[src/rtl/tmr_pkg.sv]
package tmr_pkg;

    localparam int unsigned BUS_W  = 32;
    localparam int unsigned CTRL_W = 7;

    // Word slot inside one timer bank, taken from address bits [3:2]
    typedef enum logic [1:0] {
        SLOT_CTRL   = 2'd0,
        SLOT_RELOAD = 2'd1,
        SLOT_CMP    = 2'd2,
        SLOT_COUNT  = 2'd3
    } slot_e;

    // Control word, LSB first: ext, run, load, rsv, auto_rl, ien, pulse
    typedef struct packed {
        logic pulse;    // 1: one-cycle interrupt, 0: held interrupt
        logic ien;      // interrupt enable
        logic auto_rl;  // reload on expiry
        logic rsv;      // reserved, always stored as 0
        logic load;     // copy reload into counter on write
        logic run;      // counting enabled
        logic ext;      // clock select, stored only
    } tmr_ctrl_t;

    function automatic tmr_ctrl_t ctrl_from_bits(input logic [CTRL_W-1:0] w);
        tmr_ctrl_t c;
        c     = tmr_ctrl_t'(w);
        c.rsv = 1'b0;
        return c;
    endfunction

endpackage

[src/rtl/tmr_regdec.sv]
module tmr_regdec
    import tmr_pkg::*;
#(
    parameter int unsigned AW      = 12,
    parameter int unsigned NUM_TMR = 8,
    parameter int unsigned IDX_W   = 3
) (
    input  logic [AW-1:0]    paddr,
    output logic             status_hit,
    output logic             tmr_hit,
    output logic [IDX_W-1:0] tmr_idx,
    output slot_e            slot
);
    localparam int unsigned BANK_W = AW - 4;

    logic [BANK_W-1:0] bank;
    logic [BANK_W-1:0] bank_m1;
    logic              aligned;

    always_comb begin
        bank       = paddr[AW-1:4];
        bank_m1    = bank - BANK_W'(1);
        aligned    = (paddr[1:0] == 2'b00);
        slot       = slot_e'(paddr[3:2]);
        status_hit = aligned && (bank == '0) && (paddr[3:2] == 2'b00);
        tmr_hit    = aligned && (bank != '0) && (bank <= BANK_W'(NUM_TMR));
        tmr_idx    = bank_m1[IDX_W-1:0];
    end

endmodule

[src/rtl/tmr_chan.sv]
module tmr_chan
    import tmr_pkg::*;
#(
    parameter int unsigned CNT_W = 32
) (
    input  logic             clk,
    input  logic             rst,
    input  logic             tick,
    input  logic             wr_ctrl,
    input  logic             wr_reload,
    input  logic             wr_cmp,
    input  logic [BUS_W-1:0] wdata,
    input  logic             clr_irq,
    output tmr_ctrl_t        ctrl_q,
    output logic [CNT_W-1:0] reload_q,
    output logic [CNT_W-1:0] cmp_q,
    output logic [CNT_W-1:0] count_rd,
    output logic             expire,
    output logic             irq
);
    logic [CNT_W-1:0] cnt_q;
    logic             step;
    logic             lvl_q;
    logic             pulse_q;

    // A control write in the same cycle takes precedence over the tick
    always_comb begin
        step     = tick && ctrl_q.run && !wr_ctrl && (cnt_q != '0);
        expire   = step && (cnt_q == CNT_W'(1));
        count_rd = ctrl_q.run ? cnt_q : '0;
        irq      = lvl_q || pulse_q;
    end

    always_ff @(posedge clk) begin
        if (rst) begin
            ctrl_q   <= '0;
            reload_q <= '0;
            cmp_q    <= '0;
            cnt_q    <= '0;
            lvl_q    <= 1'b0;
            pulse_q  <= 1'b0;
        end else begin
            pulse_q <= 1'b0;
            if (clr_irq)   lvl_q    <= 1'b0;
            if (wr_reload) reload_q <= wdata[CNT_W-1:0];
            if (wr_cmp)    cmp_q    <= wdata[CNT_W-1:0];
            if (wr_ctrl) begin
                ctrl_q <= ctrl_from_bits(wdata[CTRL_W-1:0]);
                if (wdata[2]) cnt_q <= reload_q;
            end else if (expire) begin
                if (ctrl_q.auto_rl) begin
                    cnt_q <= reload_q;
                end else begin
                    cnt_q      <= '0;
                    ctrl_q.run <= 1'b0;
                end
                if (ctrl_q.ien) begin
                    if (ctrl_q.pulse) pulse_q <= 1'b1;
                    else              lvl_q   <= 1'b1;
                end
            end else if (step) begin
                cnt_q <= cnt_q - CNT_W'(1);
            end
        end
    end

endmodule

[src/rtl/apb_cd_timer.sv]
module apb_cd_timer
    import tmr_pkg::*;
#(
    parameter int unsigned AW      = 12,
    parameter int unsigned NUM_TMR = 8,
    parameter int unsigned CNT_W   = 32
) (
    input  logic               clk,
    input  logic               rst,
    input  logic               tick,
    input  logic               psel,
    input  logic               penable,
    input  logic               pwrite,
    input  logic [AW-1:0]      paddr,
    input  logic [BUS_W-1:0]   pwdata,
    output logic [BUS_W-1:0]   prdata,
    output logic               pready,
    output logic               pslverr,
    output logic [NUM_TMR-1:0] irq
);
    localparam int unsigned IDX_W = (NUM_TMR > 1) ? $clog2(NUM_TMR) : 1;

    logic             status_hit;
    logic             tmr_hit;
    logic [IDX_W-1:0] tmr_idx;
    slot_e            slot;
    logic             wr_en;
    logic             status_wr;

    tmr_ctrl_t        ctrl_a   [NUM_TMR];
    logic [CNT_W-1:0] reload_a [NUM_TMR];
    logic [CNT_W-1:0] cmp_a    [NUM_TMR];
    logic [CNT_W-1:0] cnt_a    [NUM_TMR];

    logic [NUM_TMR-1:0] exp_vec;
    logic [NUM_TMR-1:0] ien_vec;
    logic [NUM_TMR-1:0] auto_vec;
    logic [NUM_TMR-1:0] run_vec;
    logic [NUM_TMR-1:0] set_mask;
    logic [NUM_TMR-1:0] clr_mask;
    logic [NUM_TMR-1:0] status_q;

    tmr_regdec #(.AW(AW), .NUM_TMR(NUM_TMR), .IDX_W(IDX_W)) dec_i (
        .paddr      (paddr),
        .status_hit (status_hit),
        .tmr_hit    (tmr_hit),
        .tmr_idx    (tmr_idx),
        .slot       (slot)
    );

    assign wr_en     = psel && penable && pwrite;
    assign status_wr = wr_en && status_hit;
    assign clr_mask  = status_wr ? pwdata[NUM_TMR-1:0] : '0;
    assign pready    = 1'b1;
    assign pslverr   = 1'b0;

    for (genvar i = 0; i < NUM_TMR; i++) begin : g_tmr
        logic sel;
        assign sel = wr_en && tmr_hit && (tmr_idx == IDX_W'(i));

        tmr_chan #(.CNT_W(CNT_W)) chan_i (
            .clk       (clk),
            .rst       (rst),
            .tick      (tick),
            .wr_ctrl   (sel && (slot == SLOT_CTRL)),
            .wr_reload (sel && (slot == SLOT_RELOAD)),
            .wr_cmp    (sel && (slot == SLOT_CMP)),
            .wdata     (pwdata),
            .clr_irq   (clr_mask[i]),
            .ctrl_q    (ctrl_a[i]),
            .reload_q  (reload_a[i]),
            .cmp_q     (cmp_a[i]),
            .count_rd  (cnt_a[i]),
            .expire    (exp_vec[i]),
            .irq       (irq[i])
        );

        assign ien_vec[i]  = ctrl_a[i].ien;
        assign auto_vec[i] = ctrl_a[i].auto_rl;
        assign run_vec[i]  = ctrl_a[i].run;
    end

    assign set_mask = exp_vec & ien_vec;

    // Set wins over a concurrent write-one-to-clear
    always_ff @(posedge clk) begin
        if (rst) status_q <= '0;
        else     status_q <= (status_q & ~clr_mask) | set_mask;
    end

    always_comb begin
        prdata = '0;
        if (status_hit) begin
            prdata[NUM_TMR-1:0] = status_q;
        end else if (tmr_hit) begin
            unique case (slot)
                SLOT_CTRL:   prdata[CTRL_W-1:0] = ctrl_a[tmr_idx];
                SLOT_RELOAD: prdata[CNT_W-1:0]  = reload_a[tmr_idx];
                SLOT_CMP:    prdata[CNT_W-1:0]  = cmp_a[tmr_idx];
                SLOT_COUNT:  prdata[CNT_W-1:0]  = cnt_a[tmr_idx];
                default:     prdata             = '0;
            endcase
        end
    end

endmodule

[config.mk]
export PLATFORM = sky130hd
export DESIGN_NAME = apb_cd_timer
export DESIGN_NICKNAME = d
export VERILOG_FILES = /design/src/rtl/tmr_pkg.sv /design/src/rtl/tmr_regdec.sv /design/src/rtl/tmr_chan.sv /design/src/rtl/apb_cd_timer.sv
export SDC_FILE = /design/constraint.sdc
export NUM_CORES = 2
export LEC_CHECK = 0
export BUFFER_PORTS_ARGS = -buffer_cell sky130_fd_sc_hd__buf_2
export CAP_MARGIN = 5
export CORE_ASPECT_RATIO = 0.7
export CORE_MARGIN = 5
export CORE_UTILIZATION = 39
export CTS_CLUSTER_DIAMETER = 80
export DETAILED_ROUTE_END_ITERATION = 7
export SLEW_MARGIN = 20
export SYNTH_ARGS = -nofsm -noshare
export SYNTH_HDL_FRONTEND = slang
export SYNTH_SLANG_ARGS = --single-unit
[constraint.sdc]
create_clock -name clk -period 19.7 [get_ports clk]
set_clock_uncertainty 0.15 [all_clocks]
set_input_delay 3.94 -clock clk [delete_from_list [all_inputs] [get_ports clk]]
set_output_delay 3.94 -clock clk [all_outputs]
set_load 0.02 [all_outputs]
==> run_summary.xml <==
<?xml version="1.0" encoding="UTF-8"?>
<metrics>
  <group name="outcome">
    <metric name="run_status" unit="">complete, no violations</metric>
  </group>
  <group name="timing">
    <metric name="relSlewSlack" unit="%">18.1</metric>
    <metric name="finalSetupViolCount" unit="">0</metric>
    <metric name="slew_viol_final" unit="">0</metric>
    <metric name="hold_viol" unit="">0</metric>
    <metric name="final.hold.worst_slack" unit="ps">303</metric>
    <metric name="fin_tns_setup" unit="ps">0</metric>
    <metric name="max_slew.worst_pin.slew" unit="ps">1190</metric>
    <metric name="finalCriticalPeriod" unit="ps">13250</metric>
    <metric name="rsz0062_at_grt" unit="">no</metric>
    <metric name="period_share" unit="%">67.2</metric>
    <metric name="max_freq" unit="GHz">0.0755</metric>
  </group>
  <group name="route">
    <metric name="drt_iter0_markers" unit="">9198</metric>
    <metric name="wire_length_reported_by_the_detailed_router" unit="um">243000</metric>
    <metric name="post_drt_via_cell_ratio" unit="">6.64</metric>
    <metric name="detail_route.wirelength.met1" unit="um">99300</metric>
    <metric name="met2_length" unit="um">88400</metric>
    <metric name="met3_layer_wire_length_in_the_routed_design" unit="um">43000</metric>
    <metric name="vias_after_detailed_routing" unit="">48900</metric>
    <metric name="drt_pre_antenna_iters" unit="">7</metric>
    <metric name="highest-signal-layer" unit="">met5</metric>
    <metric name="drc_errors" unit="">0</metric>
    <metric name="post_drt_wl_per_cell" unit="um">33.0</metric>
    <metric name="antenna_violating_nets_post_route" unit="">0</metric>
  </group>
  <group name="synthesis">
    <metric name="postSynthAreaPerCell" unit="um^2">7.73</metric>
    <metric name="netlist_top_cells_area" unit="">dfxtp_1 (36%), nand2_1 (12%), a21oi_1 (8.4%)</metric>
    <metric name="synth-warning-count" unit="">0</metric>
    <metric name="synth_async_sr_flop_share" unit="%">0</metric>
    <metric name="postSynthNetCount" unit="">6074</metric>
    <metric name="largest_area_contributor_in_the_netlist" unit="">dfxtp_1</metric>
    <metric name="syn-instance-count" unit="">5995</metric>
    <metric name="yosys_register_bits" unit="">840</metric>
    <metric name="yosys.area.top_type_share" unit="%">36.3</metric>
    <metric name="mapped_cell_area" unit="mm^2">0.0463</metric>
    <metric name="postSynth.topFlopCell" unit="">dfxtp_1</metric>
    <metric name="synth-seq-area-share" unit="%">36.3</metric>
    <metric name="netlist-cell-type-count" unit="">83</metric>
    <metric name="synth-edff-count" unit="">0</metric>
  </group>
  <group name="floorplanning">
    <metric name="core-area" unit="mm^2">0.118</metric>
    <metric name="ioPinCount" unit="">92</metric>
    <metric name="die_w" unit="um">422</metric>
    <metric name="initial_core_util" unit="%">39.4</metric>
    <metric name="die-area" unit="mm^2">0.126</metric>
    <metric name="die_height" unit="um">298</metric>
    <metric name="placement_rows" unit="">105</metric>
  </group>
  <group name="clock_tree">
    <metric name="worstSkewPairLatency" unit="ps">740</metric>
    <metric name="cts_root_buffer" unit="">clkbuf_16</metric>
    <metric name="number_of_buffers_inserted_during_clock_tree_synthesis" unit="">90</metric>
    <metric name="clk_path_buf_depth" unit="">3</metric>
    <metric name="worst_setup_hold_path_clk_slew" unit="ps">60</metric>
    <metric name="htreeDepth" unit="">3</metric>
    <metric name="cts_hold_repair.buffers" unit="">0</metric>
    <metric name="tritoncts_clock_tree" unit="">done</metric>
    <metric name="numClockSinks" unit="">840</metric>
    <metric name="postCtsSetupBuffers" unit="">0</metric>
    <metric name="post_cts_resized" unit="">0</metric>
  </group>
  <group name="placed_design">
    <metric name="place.port_buffers" unit="">89</metric>
    <metric name="globalplace.congestion" unit="">1.05</metric>
    <metric name="post-place-cells" unit="">7178</metric>
    <metric name="post-dp-hpwl" unit="um">174000</metric>
  </group>
  <group name="flow_run">
    <metric name="drv.max_cap_violation_count" unit="">0</metric>
  </group>
  <group name="setup_path">
    <metric name="r2r.worst_path.cells" unit="">8</metric>
    <metric name="arrival" unit="ps">9160</metric>
    <metric name="setup.worst_path.end" unit="">prdata[4]</metric>
    <metric name="setup.worst_path.start" unit="">paddr[4]</metric>
    <metric name="critPathMaxFanout" unit="">55</metric>
    <metric name="timing_worst_setup_path_type" unit="">input port to output pin</metric>
    <metric name="data_required_time_at_the_worst_endpoint" unit="ps">15610</metric>
    <metric name="crit-reg2reg-capture" unit="">g_tmr[2].chan_i.cnt_q[1]</metric>
    <metric name="r2r_setup_slack" unit="ps">15430</metric>
    <metric name="regToRegStartpoint" unit="">g_tmr[2].chan_i.cnt_q[2]</metric>
    <metric name="worstSetupEndpointType" unit="">output pin</metric>
    <metric name="startpoint_type" unit="">input port</metric>
  </group>
  <group name="power_and_ir_drop">
    <metric name="leakagePower" unit="nW">17.8</metric>
    <metric name="vdd_drop_max" unit="mV">0.0589</metric>
    <metric name="pwr_density_cell" unit="mW/mm^2">74.5</metric>
    <metric name="p_int" unit="mW">2.82</metric>
    <metric name="p_sw_share" unit="%">25.7</metric>
    <metric name="power_frac_comb" unit="%">5.6</metric>
    <metric name="clockPowerShare" unit="%">49.6</metric>
    <metric name="p_sw" unit="mW">0.973</metric>
    <metric name="seq_power_share" unit="%">44.8</metric>
  </group>
  <group name="final_layout">
    <metric name="fillCellCount" unit="">11700</metric>
    <metric name="drive_above_1_share" unit="%">10.7</metric>
    <metric name="finalNonFillerCells" unit="">7357</metric>
    <metric name="multi_input_area" unit="mm^2">0.0274</metric>
    <metric name="areaGrowthSynthToFinish" unit="%">9.84</metric>
    <metric name="final_net_count" unit="">5798</metric>
    <metric name="regArea" unit="mm^2">0.0168</metric>
    <metric name="layout_commonest_cell" unit="">nand2_1</metric>
    <metric name="layout.cells.most_common_list" unit="">nand2_1 (1484), dfxtp_1 (840), a21oi_1 (775), nor2_1 (357), o21ai_0 (175)</metric>
  </group>
  <group name="global_route">
    <metric name="grt_antenna_before_repair" unit="">26</metric>
    <metric name="grt_max_degree" unit="">141</metric>
    <metric name="global_route.overflow_total" unit="">0</metric>
    <metric name="grt_pass1_vias" unit="">42000</metric>
    <metric name="track_usage" unit="%">36.7</metric>
    <metric name="first_pass_grt_wire_length" unit="um">336000</metric>
  </group>
  <group name="min_path">
    <metric name="min_path_type" unit="">register to register</metric>
    <metric name="hold_path_depth" unit="">2</metric>
  </group>
</metrics>
-- worst min-delay path by stage --
stage | slack (ps) | endpoint | from
floorplan | 280 | g_tmr[2].chan_i.ctrl_q[0] | g_tmr[2].chan_i.ctrl_q[0]
global placement | 290 | g_tmr[4].chan_i.ctrl_q[0] | g_tmr[4].chan_i.ctrl_q[0]
detailed placement | 300 | g_tmr[4].chan_i.cmp_q[12] | g_tmr[4].chan_i.cmp_q[12]
CTS | 300 | g_tmr[4].chan_i.cmp_q[12] | g_tmr[4].chan_i.cmp_q[12]
global route | 320 | status_q[0] | status_q[0]
finish | 300 | g_tmr[0].chan_i.ctrl_q[0] | g_tmr[0].chan_i.ctrl_q[0]
-- routing by layer --
layer  vias to the layer above  track usage [%]
met5                         -             1.40
met4                        24             14.7
met3                       546             18.1
met2                      3808             45.6
met1                     23600             52.7
li1                      20900                -
-- sequential cells by signal, summed over array words and instances, names as in the netlist --
name / flops
g_tmr.chan_i.reload_q: 256
g_tmr.chan_i.ctrl_q: 48
g_tmr.chan_i.cmp_q: 256
g_tmr.chan_i.pulse_q: 8
status_q: 8
g_tmr.chan_i.lvl_q: 8
g_tmr.chan_i.cnt_q: 256
-- cells by family after synthesis --
logic type / count (synthesis) / synth area share (%)
other: 2 / 0.0162
muxes: 317 / 10.8
buffers and inverters: 612 / 5.12
DFF: 840 / 36.3
AOI/OAI and AO/OA: 1529 / 20.4
xor gates and xnor gates: 159 / 3.02
adders and majority gates: 29 / 0.783
and+or+nand+nor: 2507 / 23.6
-- metrics by stage --
step,power (mW),setup slack (ps),instance area (um^2),util (%)
4_1_cts,3.79,6690,50800,43.2
3_5_place_dp,1.94,6690,47600,40.5
3_3_place_gp,1.94,6780,47600,40.5
5_1_grt,3.87,6380,50900,43.2
6_report,3.79,6450,50900,43.3
2_1_floorplan,1.86,7910,46300,-
-- critical path: stages --
cell	delay, ps
buf_8	380
clkinv_1	580
ha_4	1060
buf_4	710
mux4_2	590
mux2i_1	850
o221ai_1	270
a32o_1	410
buf_2	200
-- synthesized netlist by cell type (all sizes together), types with 12 or more instances --
| cell | instances |
|---|---|
| nand2 | 1490 |
| a31o | 26 |
| o211ai | 14 |
| o31ai | 12 |
| a21oi | 776 |
| xnor2 | 82 |
| mux2 | 16 |
| o32ai | 35 |
| nand4 | 39 |
| nor3b | 14 |
| nand2b | 16 |
| or2 | 24 |
| or4 | 34 |
| a311oi | 115 |
| a21o | 23 |
| a211oi | 50 |
| ha | 29 |
| a2bb2oi | 15 |
| mux4 | 143 |
| a22oi | 21 |
| and4 | 15 |
| and2 | 35 |
| clkbuf | 515 |
| o22ai | 27 |
| inv | 34 |
| nor3 | 143 |
| mux2i | 158 |
| and3 | 25 |
| o221ai | 50 |
| dfxtp | 840 |
| a32o | 13 |
| nor2 | 363 |
| or3 | 30 |
| a31oi | 69 |
| nor4 | 107 |
| nand3 | 130 |
| buf | 61 |
| xor2 | 77 |
| a221oi | 44 |
| o21ai | 178 |
-- area by class of cell --
class,count,share of cell area (%)
Inverter,36,0.268
Timing Repair Buffer,208,2.69
Tap cell,1551,3.81
Clock buffer,131,5.16
Sequential cell,840,33.0
Antenna cell,15,0.0738
Clock inverter,33,1.15
Multi-Input combinational cell,4543,53.8
-- power groups by stage --
stage / logic [mW] / clock network (mW) / registers [mW]
floorplan: 0.128 / 0 / 1.74
global placement: 0.203 / 0 / 1.74
detailed placement: 0.204 / 0 / 1.74
CTS: 0.204 / 1.88 / 1.70
global route: 0.214 / 1.96 / 1.70
finish: 0.212 / 1.88 / 1.70
Power figures use the tool's default switching activity.
